--- config.mk ---
export PLATFORM = sky130hd
export DESIGN_NAME = pinirq_top
export DESIGN_NICKNAME = d
export VERILOG_FILES = /design/src/rtl/pinirq_pkg.sv /design/src/rtl/pinirq_sync.sv /design/src/rtl/pinirq_extsense.sv /design/src/rtl/pinirq_prio.sv /design/src/rtl/pinirq_top.sv
export SDC_FILE = /design/constraint.sdc
export NUM_CORES = 1
export LEC_CHECK = 0
export ABC_AREA = 1
export CAP_MARGIN = 5
export CORE_MARGIN = 2
export CORE_UTILIZATION = 54
export DETAILED_ROUTE_END_ITERATION = 8
export DONT_BUFFER_PORTS = 1
export MAX_ROUTING_LAYER = met4
export PLACE_DENSITY = 0.67
export SLEW_MARGIN = 40
export SYNTH_ARGS = -nofsm -noshare
export SYNTH_HDL_FRONTEND = slang
export SYNTH_SLANG_ARGS = --single-unit
--- constraint.sdc ---
create_clock -name clk -period 1.6 [get_ports clk]
set_clock_uncertainty 0.2 [all_clocks]
set_input_delay 0.08 -clock clk [delete_from_list [all_inputs] [get_ports clk]]
set_output_delay 0.08 -clock clk [all_outputs]
set_load 0.01 [all_outputs]
--- src/rtl/pinirq_pkg.sv ---
package pinirq_pkg;
   typedef enum logic [1:0] {
      SENSE_LOW  = 2'b00,
      SENSE_ANY  = 2'b01,
      SENSE_FALL = 2'b10,
      SENSE_RISE = 2'b11
   } sense_t;

   localparam logic [1:0] ADDR_CTRL = 2'd0;
   localparam logic [1:0] ADDR_FLAG = 2'd1;
   localparam logic [1:0] ADDR_MSK0 = 2'd2;
   localparam logic [1:0] ADDR_MSK1 = 2'd3;

   localparam int unsigned BIT_EXT = 6;
   localparam int unsigned BIT_G1  = 5;
   localparam int unsigned BIT_G0  = 4;

   localparam int unsigned N_SRC = 3;   // priority order: ext, group0, group1
endpackage

--- src/rtl/pinirq_sync.sv ---
module pinirq_sync #(
   parameter int unsigned W      = 13,
   parameter int unsigned STAGES = 2
) (
   input  logic         clk,
   input  logic         rst_n,
   input  logic [W-1:0] d,
   output logic [W-1:0] q,
   output logic [W-1:0] q_prev
);
   logic [W-1:0] stg [STAGES];

   generate
      if (STAGES < 2) begin : g_bad_stages
         $error("pinirq_sync: STAGES must be at least 2");
      end
   endgenerate

   always_ff @(posedge clk or negedge rst_n) begin
      if (!rst_n) begin
         for (int i = 0; i < STAGES; i++) stg[i] <= '0;
         q_prev <= '0;
      end else begin
         stg[0] <= d;
         for (int i = 1; i < STAGES; i++) stg[i] <= stg[i-1];
         q_prev <= stg[STAGES-1];
      end
   end

   assign q = stg[STAGES-1];
endmodule

--- src/rtl/pinirq_extsense.sv ---
module pinirq_extsense
   import pinirq_pkg::*;
(
   input  sense_t mode,
   input  logic   now,
   input  logic   prev,
   output logic   hit,
   output logic   level
);
   always_comb begin
      hit   = 1'b0;
      level = 1'b0;
      unique case (mode)
         SENSE_LOW:  level = 1'b1;
         SENSE_ANY:  hit   = now ^ prev;
         SENSE_FALL: hit   = prev & ~now;
         SENSE_RISE: hit   = now & ~prev;
         default:    hit   = 1'b0;
      endcase
   end
endmodule

--- src/rtl/pinirq_prio.sv ---
module pinirq_prio #(
   parameter int unsigned N  = 3,
   parameter int unsigned IW = $clog2(N + 1)
) (
   input  logic [N-1:0]  req,
   output logic [N-1:0]  grant,
   output logic [IW-1:0] idx,
   output logic          any
);
   always_comb begin
      logic found;
      found = 1'b0;
      grant = '0;
      idx   = '0;
      for (int i = 0; i < N; i++) begin
         if (req[i] && !found) begin
            grant[i] = 1'b1;
            idx      = IW'(i + 1);
            found    = 1'b1;
         end
      end
   end

   assign any = |req;
endmodule

--- src/rtl/pinirq_top.sv ---
module pinirq_top
   import pinirq_pkg::*;
#(
   parameter int unsigned N_GRP0      = 8,
   parameter int unsigned N_GRP1      = 4,
   parameter int unsigned SYNC_STAGES = 2
) (
   input  logic                     clk,
   input  logic                     rst_n,
   input  logic                     ext_pin,
   input  logic [N_GRP0+N_GRP1-1:0] gpio_pin,
   input  logic                     gie,
   input  logic                     reg_wr,
   input  logic [1:0]               reg_addr,
   input  logic [7:0]               reg_wdata,
   output logic [7:0]               reg_rdata,
   output logic                     irq_req,
   output logic [1:0]               irq_vec,
   input  logic                     irq_ack
);
   localparam int unsigned N_PIN = N_GRP0 + N_GRP1;
   localparam int unsigned SYN_W = N_PIN + 1;

   generate
      if (N_GRP0 < 1 || N_GRP0 > 8) begin : g_bad_g0
         $error("pinirq_top: N_GRP0 must be 1..8");
      end
      if (N_GRP1 < 1 || N_GRP1 > 8) begin : g_bad_g1
         $error("pinirq_top: N_GRP1 must be 1..8");
      end
   endgenerate

   // synchronizers: bit 0 is the external pin, bits N_PIN..1 the I/O pins
   logic [SYN_W-1:0] syn_q, syn_prev;

   pinirq_sync #(.W(SYN_W), .STAGES(SYNC_STAGES)) u_sync (
      .clk    (clk),
      .rst_n  (rst_n),
      .d      ({gpio_pin, ext_pin}),
      .q      (syn_q),
      .q_prev (syn_prev)
   );

   logic              ext_now, ext_old;
   logic [N_PIN-1:0]  pin_chg;
   assign ext_now = syn_q[0];
   assign ext_old = syn_prev[0];
   assign pin_chg = syn_q[SYN_W-1:1] ^ syn_prev[SYN_W-1:1];

   // registers
   sense_t            sense_q;
   logic              en_ext_q, en_g0_q, en_g1_q;
   logic [N_GRP0-1:0] mask0_q;
   logic [N_GRP1-1:0] mask1_q;
   logic              f_ext, f_g0, f_g1;

   // event detection
   logic set_ext, set_g0, set_g1, level_mode;

   pinirq_extsense u_ext (
      .mode  (sense_q),
      .now   (ext_now),
      .prev  (ext_old),
      .hit   (set_ext),
      .level (level_mode)
   );

   assign set_g0 = |(pin_chg[N_GRP0-1:0]     & mask0_q);
   assign set_g1 = |(pin_chg[N_PIN-1:N_GRP0] & mask1_q);

   // arbitration
   logic [N_SRC-1:0] pend, grant;
   logic             any_req;
   logic [1:0]       vec;

   assign pend[0] = gie & en_ext_q & (level_mode ? ~ext_now : f_ext);
   assign pend[1] = gie & en_g0_q  & f_g0;
   assign pend[2] = gie & en_g1_q  & f_g1;

   pinirq_prio #(.N(N_SRC), .IW(2)) u_prio (
      .req   (pend),
      .grant (grant),
      .idx   (vec),
      .any   (any_req)
   );

   assign irq_req = any_req;
   assign irq_vec = vec;

   // clear sources
   logic wr_flag, clr_ext, clr_g0, clr_g1;
   assign wr_flag = reg_wr && (reg_addr == ADDR_FLAG);
   assign clr_ext = (wr_flag & reg_wdata[BIT_EXT]) | (irq_ack & grant[0]);
   assign clr_g0  = (wr_flag & reg_wdata[BIT_G0])  | (irq_ack & grant[1]);
   assign clr_g1  = (wr_flag & reg_wdata[BIT_G1])  | (irq_ack & grant[2]);

   always_ff @(posedge clk or negedge rst_n) begin
      if (!rst_n) begin
         f_ext <= 1'b0;
         f_g0  <= 1'b0;
         f_g1  <= 1'b0;
      end else begin
         f_ext <= level_mode ? 1'b0 : (set_ext | (f_ext & ~clr_ext));
         f_g0  <= set_g0 | (f_g0 & ~clr_g0);
         f_g1  <= set_g1 | (f_g1 & ~clr_g1);
      end
   end

   always_ff @(posedge clk or negedge rst_n) begin
      if (!rst_n) begin
         sense_q  <= SENSE_LOW;
         en_ext_q <= 1'b0;
         en_g0_q  <= 1'b0;
         en_g1_q  <= 1'b0;
         mask0_q  <= '0;
         mask1_q  <= '0;
      end else if (reg_wr) begin
         unique case (reg_addr)
            ADDR_CTRL: begin
               sense_q  <= sense_t'(reg_wdata[1:0]);
               en_g0_q  <= reg_wdata[BIT_G0];
               en_g1_q  <= reg_wdata[BIT_G1];
               en_ext_q <= reg_wdata[BIT_EXT];
            end
            ADDR_MSK0: mask0_q <= reg_wdata[N_GRP0-1:0];
            ADDR_MSK1: mask1_q <= reg_wdata[N_GRP1-1:0];
            default: ;
         endcase
      end
   end

   // read mux
   always_comb begin
      reg_rdata = '0;
      unique case (reg_addr)
         ADDR_CTRL: begin
            reg_rdata[1:0]     = sense_q;
            reg_rdata[BIT_G0]  = en_g0_q;
            reg_rdata[BIT_G1]  = en_g1_q;
            reg_rdata[BIT_EXT] = en_ext_q;
         end
         ADDR_FLAG: begin
            reg_rdata[BIT_G0]  = f_g0;
            reg_rdata[BIT_G1]  = f_g1;
            reg_rdata[BIT_EXT] = f_ext;
         end
         ADDR_MSK0: reg_rdata = 8'(mask0_q);
         ADDR_MSK1: reg_rdata = 8'(mask1_q);
         default:   reg_rdata = '0;
      endcase
   end
endmodule

==> results of run 1 <==
routing by layer:
layer  track usage (%)  up-vias
li1                  -      828
met1             26.52      756
met2             29.09       56
met3             5.844        9
met4             12.50        0
met5                 -        -
worst max-delay path, stage by stage (launching register included):
cell     delay [ns]
dfrtp_2        0.44
nor2_2         0.13
nand2_1        0.09
nand3_2        0.11
o21ai_1        0.07
inv_1          0.09
cell families after synthesis:
family / synth area share [%]
simple gates: 21.37
flops: 64.84
fa+ha+maj: 1.099
compound gates: 7.363
mux: 0.6591
buf+inv: 4.286
xor+xnor: 0.3847
report_power, final:
part           internal [mW]  switching, mW  total (mW)
logic                  0.234          0.225       0.459
registers               1.63         0.0985        1.72
clock network          0.801          0.546        1.35
final cells by class:
type / count / area [um2]
Inverter: 23 / 86.33
Clock buffer: 12 / 155.1
Multi-Input combinational cell: 145 / 714.4
Tap cell: 50 / 62.56
Timing Repair Buffer: 41 / 397.9
Fill cell: 287 / 1086
Clock inverter: 4 / 48.80
Sequential cell: 59 / 1478
per-stage QoR:
step | utilization, % | hold slack (ns) | TNS [ns]
after floorplan | - | -0.4156 | 0
after global routing | 73.04 | -0.7832 | -0.02080
after detailed placement | 58.17 | -0.4142 | 0
after global placement | 58.17 | -0.4143 | 0
final | 73.04 | -0.7614 | 0
after CTS | 72.67 | -0.7735 | 0
flip-flops by register name (all words and copies together), names as in the netlist, 2 cells and up:
register	cells
u_sync.q	13
u_sync.q_prev	13
u_sync.stg	13
mask0_q	8
mask1_q	4
sense_q	2
path summary, 6_finish.rpt:
check | to | slack [ns] | cells past startpoint
worst min register to register | u_sync.q[2] | 0.15 | 0
worst max-delay path | irq_vec[1] | 0.06 | 5
worst min-delay path | mask0_q[5] | -0.76 | 0
worst max register to register | mask0_q[7] | 0.07 | 2
min in group clk | u_sync.stg[17] | 0.10 | 1
max in group asynchronous | sense_q[0] | 1.86 | 0
Yosys cell counts:
library cell	number	area, um2
nor2_4	1	11.26
inv_2	2	7.510
nor2_2	2	12.51
a22o_1	2	17.52
o21ai_2	7	61.31
nand3_1	13	65.06
o22ai_1	1	6.260
xor2_1	1	8.760
nand4_1	2	12.51
buf_6	1	11.26
nand2_4	1	11.26
ha_1	2	25.02
mux2_4	1	15.01
and3_1	1	6.260
or2_2	2	12.51
o211ai_1	1	7.510
and3_2	1	7.510
inv_1	21	78.83
dfrtp_1	59	1476
nor2_1	23	86.33
o21ai_0	14	70.07
nand2_1	68	255.2
a21oi_1	1	5.000
nand2_2	1	6.260
what timing repair did:
action / CTS / global route
endpoints found under the setup margin: 3 / 3
pin swaps: 0 / 2
hold endpoints to repair: 92 / 59
gates cloned: 0 / 0
setup buffers: 2 / 1
resized for setup: 3 / 4
==> metrics.txt, run 1 <==
run status complete, but fails checks; failing checks hold timing; Setup CP Type reg -> out; most common cell after layout, fill and taps aside nand2_1; hpwl dp 2743 um; Worst-Skew Late Latency 0.33 ns; vias in the first global route 1461; Row Count 23; Setup crit start sense_q[0]; Core ar. 0.004029 mm2; clock root buffer clkbuf_8; critical path data arrival time 1.26 ns; unique cell type count in the Yosys netlist 24; CTS HTree Levels 3; Cells after Synth 228; CP Launch Type flip-flop; sequential cell area fraction in the yosys report 64.84%; largest net degree at the start of global routing 60; Die W 68.94 um; vias 1649; area growth from synthesis to layout 29.23%; Post-Place Cell Area 0.002344 mm2; unrepaired setup endpoints after global routing true; Worst-path clk slew 0.06 ns; syn avg cell area 9.988 um2; Hold WS -0.7614 ns; worst min-delay path category in -> async; drt pass-1 iters 4; worst rel slew slack 77.32%; Worst EP required 1.32 ns; RR Startpoint mask0_q[7]; first-pass GRT wire length 6589 um; Final Net Count 309; Pins Over Slew Limit 0; antenna viol nets, final 0; Metal-1 WL 1918 um; MaxCap Viol Count 0; Port Buffers 0; Max Fclk 650.9 MHz; Pwr Density 1200 mW/mm2; met3 WL 320 um; share of cells above drive strength 1 14.79%; Ys Warns 0; final instance area 0.002943 mm2; Num CTS Buffers 9; crit-path max FO 5; period utilisation layout 96.02%; I/O pin count 39; Die Area 0.004753 mm2; CTS max path bufs 2; Syn Nets 258; Tmin final 1.536 ns; Worst VDD drop 689.5 uV; uppermost routed layer met4; CTS sink cnt 59; final wirelength 4182 um; Cell Area, Synth 0.002277 mm2; diode count 0; drt drc 0; grt ovf 0; Iteration-0 DRC Markers 114; Placer Congestion 0.7215; DR WL met2 1875 um; dpl cells 279; worst setup margin 0.06365 ns; DR vias/cell 4.937; Post-CTS Hold Fix Bufs 36; critical path capture point type primary output; commonest non-fill, non-tap cells in the layout nand2_1 (68), dfrtp_1 (58), dlygate4sd3_1 (36); worst slew pin tran 0.3387 ns; Synth Register Bits 59; total power 3.530 mW; Total Routing Usage GR 20.64%; routed len/inst 12.52 um; P_leak 1.443 nW; Fin. Hold Viols 59; CTS tree yes; setup violators final 0; die height 68.94 um; Initial Util 56.52%; worst slack, placed 0.2280 ns; initial antenna violation count 0; Finished Layout Cells 334
Power figures use the tool's default switching activity.
==> inputs of run 2 (changes only) <==
PLACE_DENSITY = default   (was 0.67)
PLACE_DENSITY_LB_ADDON = 0.25   (was default)
==> run 2 against run 1 <==
- sequential power is essentially flat
- final cell count shrank 0.30%
- total power grew 1.7%
- largest cell class unchanged
- critical endpoint unchanged
- via count grew 2.5%
- the flow still finishes with violations (hold timing)
- count of clock-buffer cells in the layout is the same
==> metrics.txt, run 2 (synthesized netlist as in run 1, its figures left out) <==
Initial Util 56.52% (unchanged); worst flop-to-flop path endpoint mask0_q[7]; clock root buffer clkbuf_8; unrepaired setup endpoints after global routing true; Num CTS Buffers 9 (unchanged); Worst-Skew Late Latency 0.33 ns (about the same); I/O pin count 39 (unchanged); CTS sink cnt 59 (unchanged); Worst VDD drop 824.2 uV (+20%); Row Count 23 (unchanged); setup violators final 0 (unchanged); hpwl dp 2828 um (+3.1%); # fillers 303 (+5.6%); critical path capture point type primary output; delay-heaviest family, CP flip-flops; Worst EP required 1.32 ns (about the same); Final Net Count 308 (-0.32%); Core ar. 0.004029 mm2 (unchanged); MaxCap Viol Count 0 (unchanged); worst rel slew slack 77.67% (+0.35 points); worst path buffer plus inverter count 1 (unchanged); Iteration-0 DRC Markers 136 (+19%); worst min-delay path category in -> async; CP Launch Type flip-flop; Max Fclk 642.7 MHz (-1.3%); largest net degree at the start of global routing 60 (unchanged); drt drc 0 (unchanged); CTS max path bufs 2 (unchanged); final wirelength 4543 um (+8.6%); period utilisation layout 97.24% (+1.2 points); vias 1691 (+2.5%); Pwr Density 1220 mW/mm2 (+1.7%); commonest non-fill, non-tap cells in the layout nand2_1 (68), dfrtp_1 (58), dlygate4sd3_1 (35); Max stage delay cell, worst path dfrtp_1; die height 68.94 um (unchanged); Setup crit start sense_q[1]; share of cells above drive strength 1 15.19% (+0.41 points); P_leak 1.439 nW (-0.25%); crit-path max FO 5 (unchanged); antenna viol nets, final 0 (unchanged); worst slew pin tran 0.3335 ns (-0.005267 ns); R2R setup slack 0.08 ns (about the same); area growth from synthesis to layout 29.18% (about the same); Die Area 0.004753 mm2 (unchanged); Port Buffers 0 (unchanged); first-pass GRT wire length 7300 um (+11%); Setup CP Type reg -> out; crit-path cells nor2_2 -> nand2_1 -> nand3_2 -> o21ai_0 -> inv_1; diode count 0 (unchanged); Post-CTS Hold Fix Bufs 36 (unchanged); worst slack, placed 0.2260 ns (-0.002057 ns); drt pass-1 iters 4 (unchanged); Worst-path clk slew 0.07 ns (about the same); most common cell after layout, fill and taps aside nand2_1; worst setup margin 0.04415 ns (-0.01950 ns); grt ovf 0 (unchanged); Total Routing Usage GR 23.11% (+2.5 points); failing checks hold timing; fin util 73.01% (about the same); run status complete, but fails checks; Hold WS -0.7580 ns (+0.003390 ns); largest stage delay on the critical path 0.41 ns (-0.03 ns); Pins Over Slew Limit 0 (unchanged); CTS tree yes; vias in the first global route 1662 (+14%); DR vias/cell 5.078 (+2.9%); RR Startpoint mask0_q[7]; routed len/inst 13.64 um (+9.0%); R2R cell count 2 (unchanged); Reg area 0.001478 mm2 (unchanged); Die W 68.94 um (unchanged); Placer Congestion 0.7540 (+4.5%); Fin. Hold Viols 61 (+3.4%); multi-input combinational cell area 714.4 um2 (unchanged); CTS HTree Levels 3 (unchanged); Tmin final 1.556 ns (+0.01950 ns); critical path data arrival time 1.28 ns (+0.02 ns); initial antenna violation count 0 (unchanged)
## run 2: metrics by stage
step / hold WS, ns / total power, mW / setup TNS (ns) / area (um2) / std cells
after detailed placement: -0.4143 / 2.079 / 0 / 2344 / 279
final: -0.7580 / 3.590 / 0 / 2942 / 333
after global routing: -0.7904 / 3.776 / -0.08905 / 2942 / 333
after global placement: -0.4143 / 2.064 / 0 / 2344 / 279
after CTS: -0.7778 / 3.602 / -0.01455 / 2929 / 332
after floorplan: -0.4156 / 1.993 / 0 / 2277 / 228
## run 2: worst max-delay path by stage
stage,end,depth (start not counted)
floorplan,f_g0,6
global placement,f_g0,6
detailed placement,f_g1,6
CTS,irq_vec[1],5
global route,irq_vec[1],5
finish,irq_vec[1],5
## run 2: final cells by class
| cell class | instances | area share, % |
|---|---|---|
| clock inverters | 4 | 1.616 |
| flip-flops and latches | 59 | 50.23 |
| inverters | 23 | 2.935 |
| well taps | 50 | 2.127 |
| repair buffers | 40 | 13.19 |
| multi-input cells | 145 | 24.29 |
| clock buffers | 12 | 5.615 |
## run 2: metal layers
metal	track usage, %	vias up	part of all wire, %
li1	-	823	-
met1	27.39	807	45
met2	34.98	55	48
met3	9.740	6	6.6
met4	9.559	0	1.1
met5	-	-	0
## run 2: what timing repair did
item / in CTS / in global routing
buffers inserted: 1 / 2
setup endpoints to repair: 3 / 5
pin swaps: 0 / 0
resized for setup: 3 / 3
endpoints found under the hold margin: 92 / 59
## run 2: power breakdown
part | switching [mW] | internal, mW
clock | 0.556 | 0.840
combinational | 0.236 | 0.233
sequential | 0.0988 | 1.63
total | 0.891 | 2.70
==> inputs of run 3 (changes only) <==
==> constraint.sdc (replaced) <==
create_clock -name clk -period 1.4 [get_ports clk]
set_clock_uncertainty 0.2 [all_clocks]
set_input_delay 0.07 -clock clk [delete_from_list [all_inputs] [get_ports clk]]
set_output_delay 0.07 -clock clk [all_outputs]
set_load 0.02 [all_outputs]
==> run 3 against run 2 <==
- the run ends with hold timing, setup timing left
- final cell count fell by 0.60%
- via count fell by 1.2%
- first-iteration DRC count fell by 13%
- total power rose by 12%
- critical path depth fell by 1
- setup slack got worse by 0.19 ns
- wire length fell by 2.9%
- flip-flop and latch count did not move
- non-clock buffer count fell by 2
- final area fell by 0.26%
==> metrics.txt, run 3 (synthesized netlist as in run 1, its figures left out) <==
Total Routing Usage GR 22.79% (-0.32 points); crit-path max FO 5 (unchanged); final instance area 0.002934 mm2 (-0.26%); Pwr Density 1366 mW/mm2 (+12%); MaxCap Viol Count 0 (unchanged); Placer Congestion 0.7719 (+2.4%); P_leak 1.444 nW (+0.34%); RR Startpoint u_sync.q[4]; clock root buffer clkbuf_8; Max Fclk 645.2 MHz; Row Count 23 (unchanged); Die Area 0.004753 mm2 (unchanged); R2R setup slack 0.09 ns (about the same); worst flop-to-flop path endpoint f_g0; met1 usage 27.27% (-0.12 points); Fin. Hold Viols 59 (-3.3%); CTS tree yes; M3 GR Usage 7.630% (-2.1 points); CP Launch Type flip-flop; Hold WS -0.7652 ns (-0.007198 ns); Tmin final 1.550 ns; antenna viol nets, final 0 (unchanged); routed len/inst 13.33 um (-2.3%); CTS max path bufs 2 (unchanged); grt ovf 0 (unchanged); R2R cell count 5 (+3); period utilisation layout 110.7%; setup violators final 3 (+3); Post-Place Cell Area 0.002374 mm2 (+1.3%); worst slack, placed 0.07110 ns (-0.1549 ns); commonest non-fill, non-tap cells in the layout nand2_1 (65), dfrtp_1 (59), dlygate4sd3_1 (29); Logic pwr share 13.8% (+0.7 points); first-pass GRT wire length 7293 um (about the same); share of cells above drive strength 1 17.79% (+2.6 points); Die W 68.94 um (unchanged); worst slew pin tran 0.4261 ns (+0.09267 ns); Worst EP required 1.13 ns (-0.19 ns); most common cell after layout, fill and taps aside nand2_1; drt pass-1 iters 4 (unchanged); Finished Layout Cells 331 (-0.60%); Worst-Skew Late Latency 0.32 ns (about the same); worst rel slew slack 71.59% (-6.1 points); worst setup margin -0.1498 ns (-0.1940 ns); Worst VDD drop 1051 uV (+28%); switching power 1.043 mW (+17%); busiest layer in global routing met2; Core ar. 0.004029 mm2 (unchanged); I/O pin count 39 (unchanged); met2 Usage GRT 35.94% (+0.96 points); vias in the first global route 1636 (-1.6%); Pins Over Slew Limit 0 (unchanged); Initial Util 56.52% (unchanged); total power 4.009 mW (+12%); die height 68.94 um (unchanged); drt drc 0 (unchanged); critical path data arrival time 1.28 ns (about the same); unrepaired setup endpoints after global routing true; Num CTS Buffers 9 (unchanged); Worst-path clk slew 0.06 ns (about the same); DR vias/cell 5.048 (-0.59%); area growth from synthesis to layout 28.85%; Iteration-0 DRC Markers 118 (-13%); Setup CP Type reg -> out; Final Net Count 306 (-0.65%); CTS sink cnt 59 (unchanged); vias 1671 (-1.2%); hpwl dp 2865 um (+1.3%); final wirelength 4413 um (-2.9%); CTS HTree Levels 3 (unchanged); total internal power 2.966 mW (+9.9%); largest net degree at the start of global routing 60 (unchanged); worst min-delay path category in -> async; switching share of power 26.02% (+1.2 points); failing checks hold timing, setup timing; critical path capture point type primary output; sequential power share 49.2% (+1.2 points); Port Buffers 0 (unchanged); dpl cells 283 (+1.4%); initial antenna violation count 0 (unchanged); diode count 0 (unchanged); # fillers 305 (+0.66%); clock power share 37.0% (-1.9 points); run status complete, but fails checks
## run 3: worst max path at each step
stage                     from  cells after the start    endpoint
detailed placement  sense_q[1]                      6        f_g0
global route        sense_q[1]                      4  irq_vec[0]
CTS                 sense_q[0]                      5  irq_vec[0]
floorplan                 f_g1                      3  irq_vec[0]
finish              sense_q[1]                      4  irq_vec[0]
global placement    sense_q[1]                      6        f_g0
## run 3: critical path: stages (launching register included)
cell     delay (ns)
dfrtp_1        0.41
o21ai_2        0.17
nand3_2        0.13
o21ai_1        0.09
buf_4          0.15
## run 3: area by class of cell
| cell class | count | area [um2] | area share [%] |
|---|---|---|---|
| Inverter | 23 | 86.33 | 2.942 |
| Clock inverter | 5 | 52.55 | 1.791 |
| Timing Repair Buffer | 38 | 367.9 | 12.54 |
| Clock buffer | 11 | 141.4 | 4.819 |
| Sequential cell | 59 | 1476 | 50.32 |
| Tap cell | 50 | 62.56 | 2.132 |
| Multi-Input combinational cell | 145 | 747.0 | 25.46 |
## run 3: power groups by stage
stage	combinational, mW	sequential, mW	clock [mW]
after floorplan	0.351	1.96	0
after global placement	0.434	1.99	0
after detailed placement	0.445	1.99	0
after CTS	0.557	1.97	1.52
after global routing	0.632	1.99	1.60
final	0.555	1.97	1.48
## run 3: metrics by stage
step,util (%),TNS (ns)
3_5_place_dp,58.91,0
3_3_place_gp,58.91,0
5_1_grt,72.83,-0.6958
2_1_floorplan,-,0
4_1_cts,72.83,-0.5905
6_report,72.83,-0.3746
## run 3: layer usage
layer,wire [um],up-vias
met5,0,-
met4,64,0
met3,284,8
met2,2145,49
met1,1918,793
li1,-,821
## run 3: repair_timing
item | CTS | global route
buffers inserted | 0 | 1
endpoints found under the setup margin | 5 | 15
hold endpoints to repair | 92 | 62
resized for setup | 11 | 7
gates cloned | 0 | 0
pin swaps | 3 | 7
hold buffers | 33 | 1
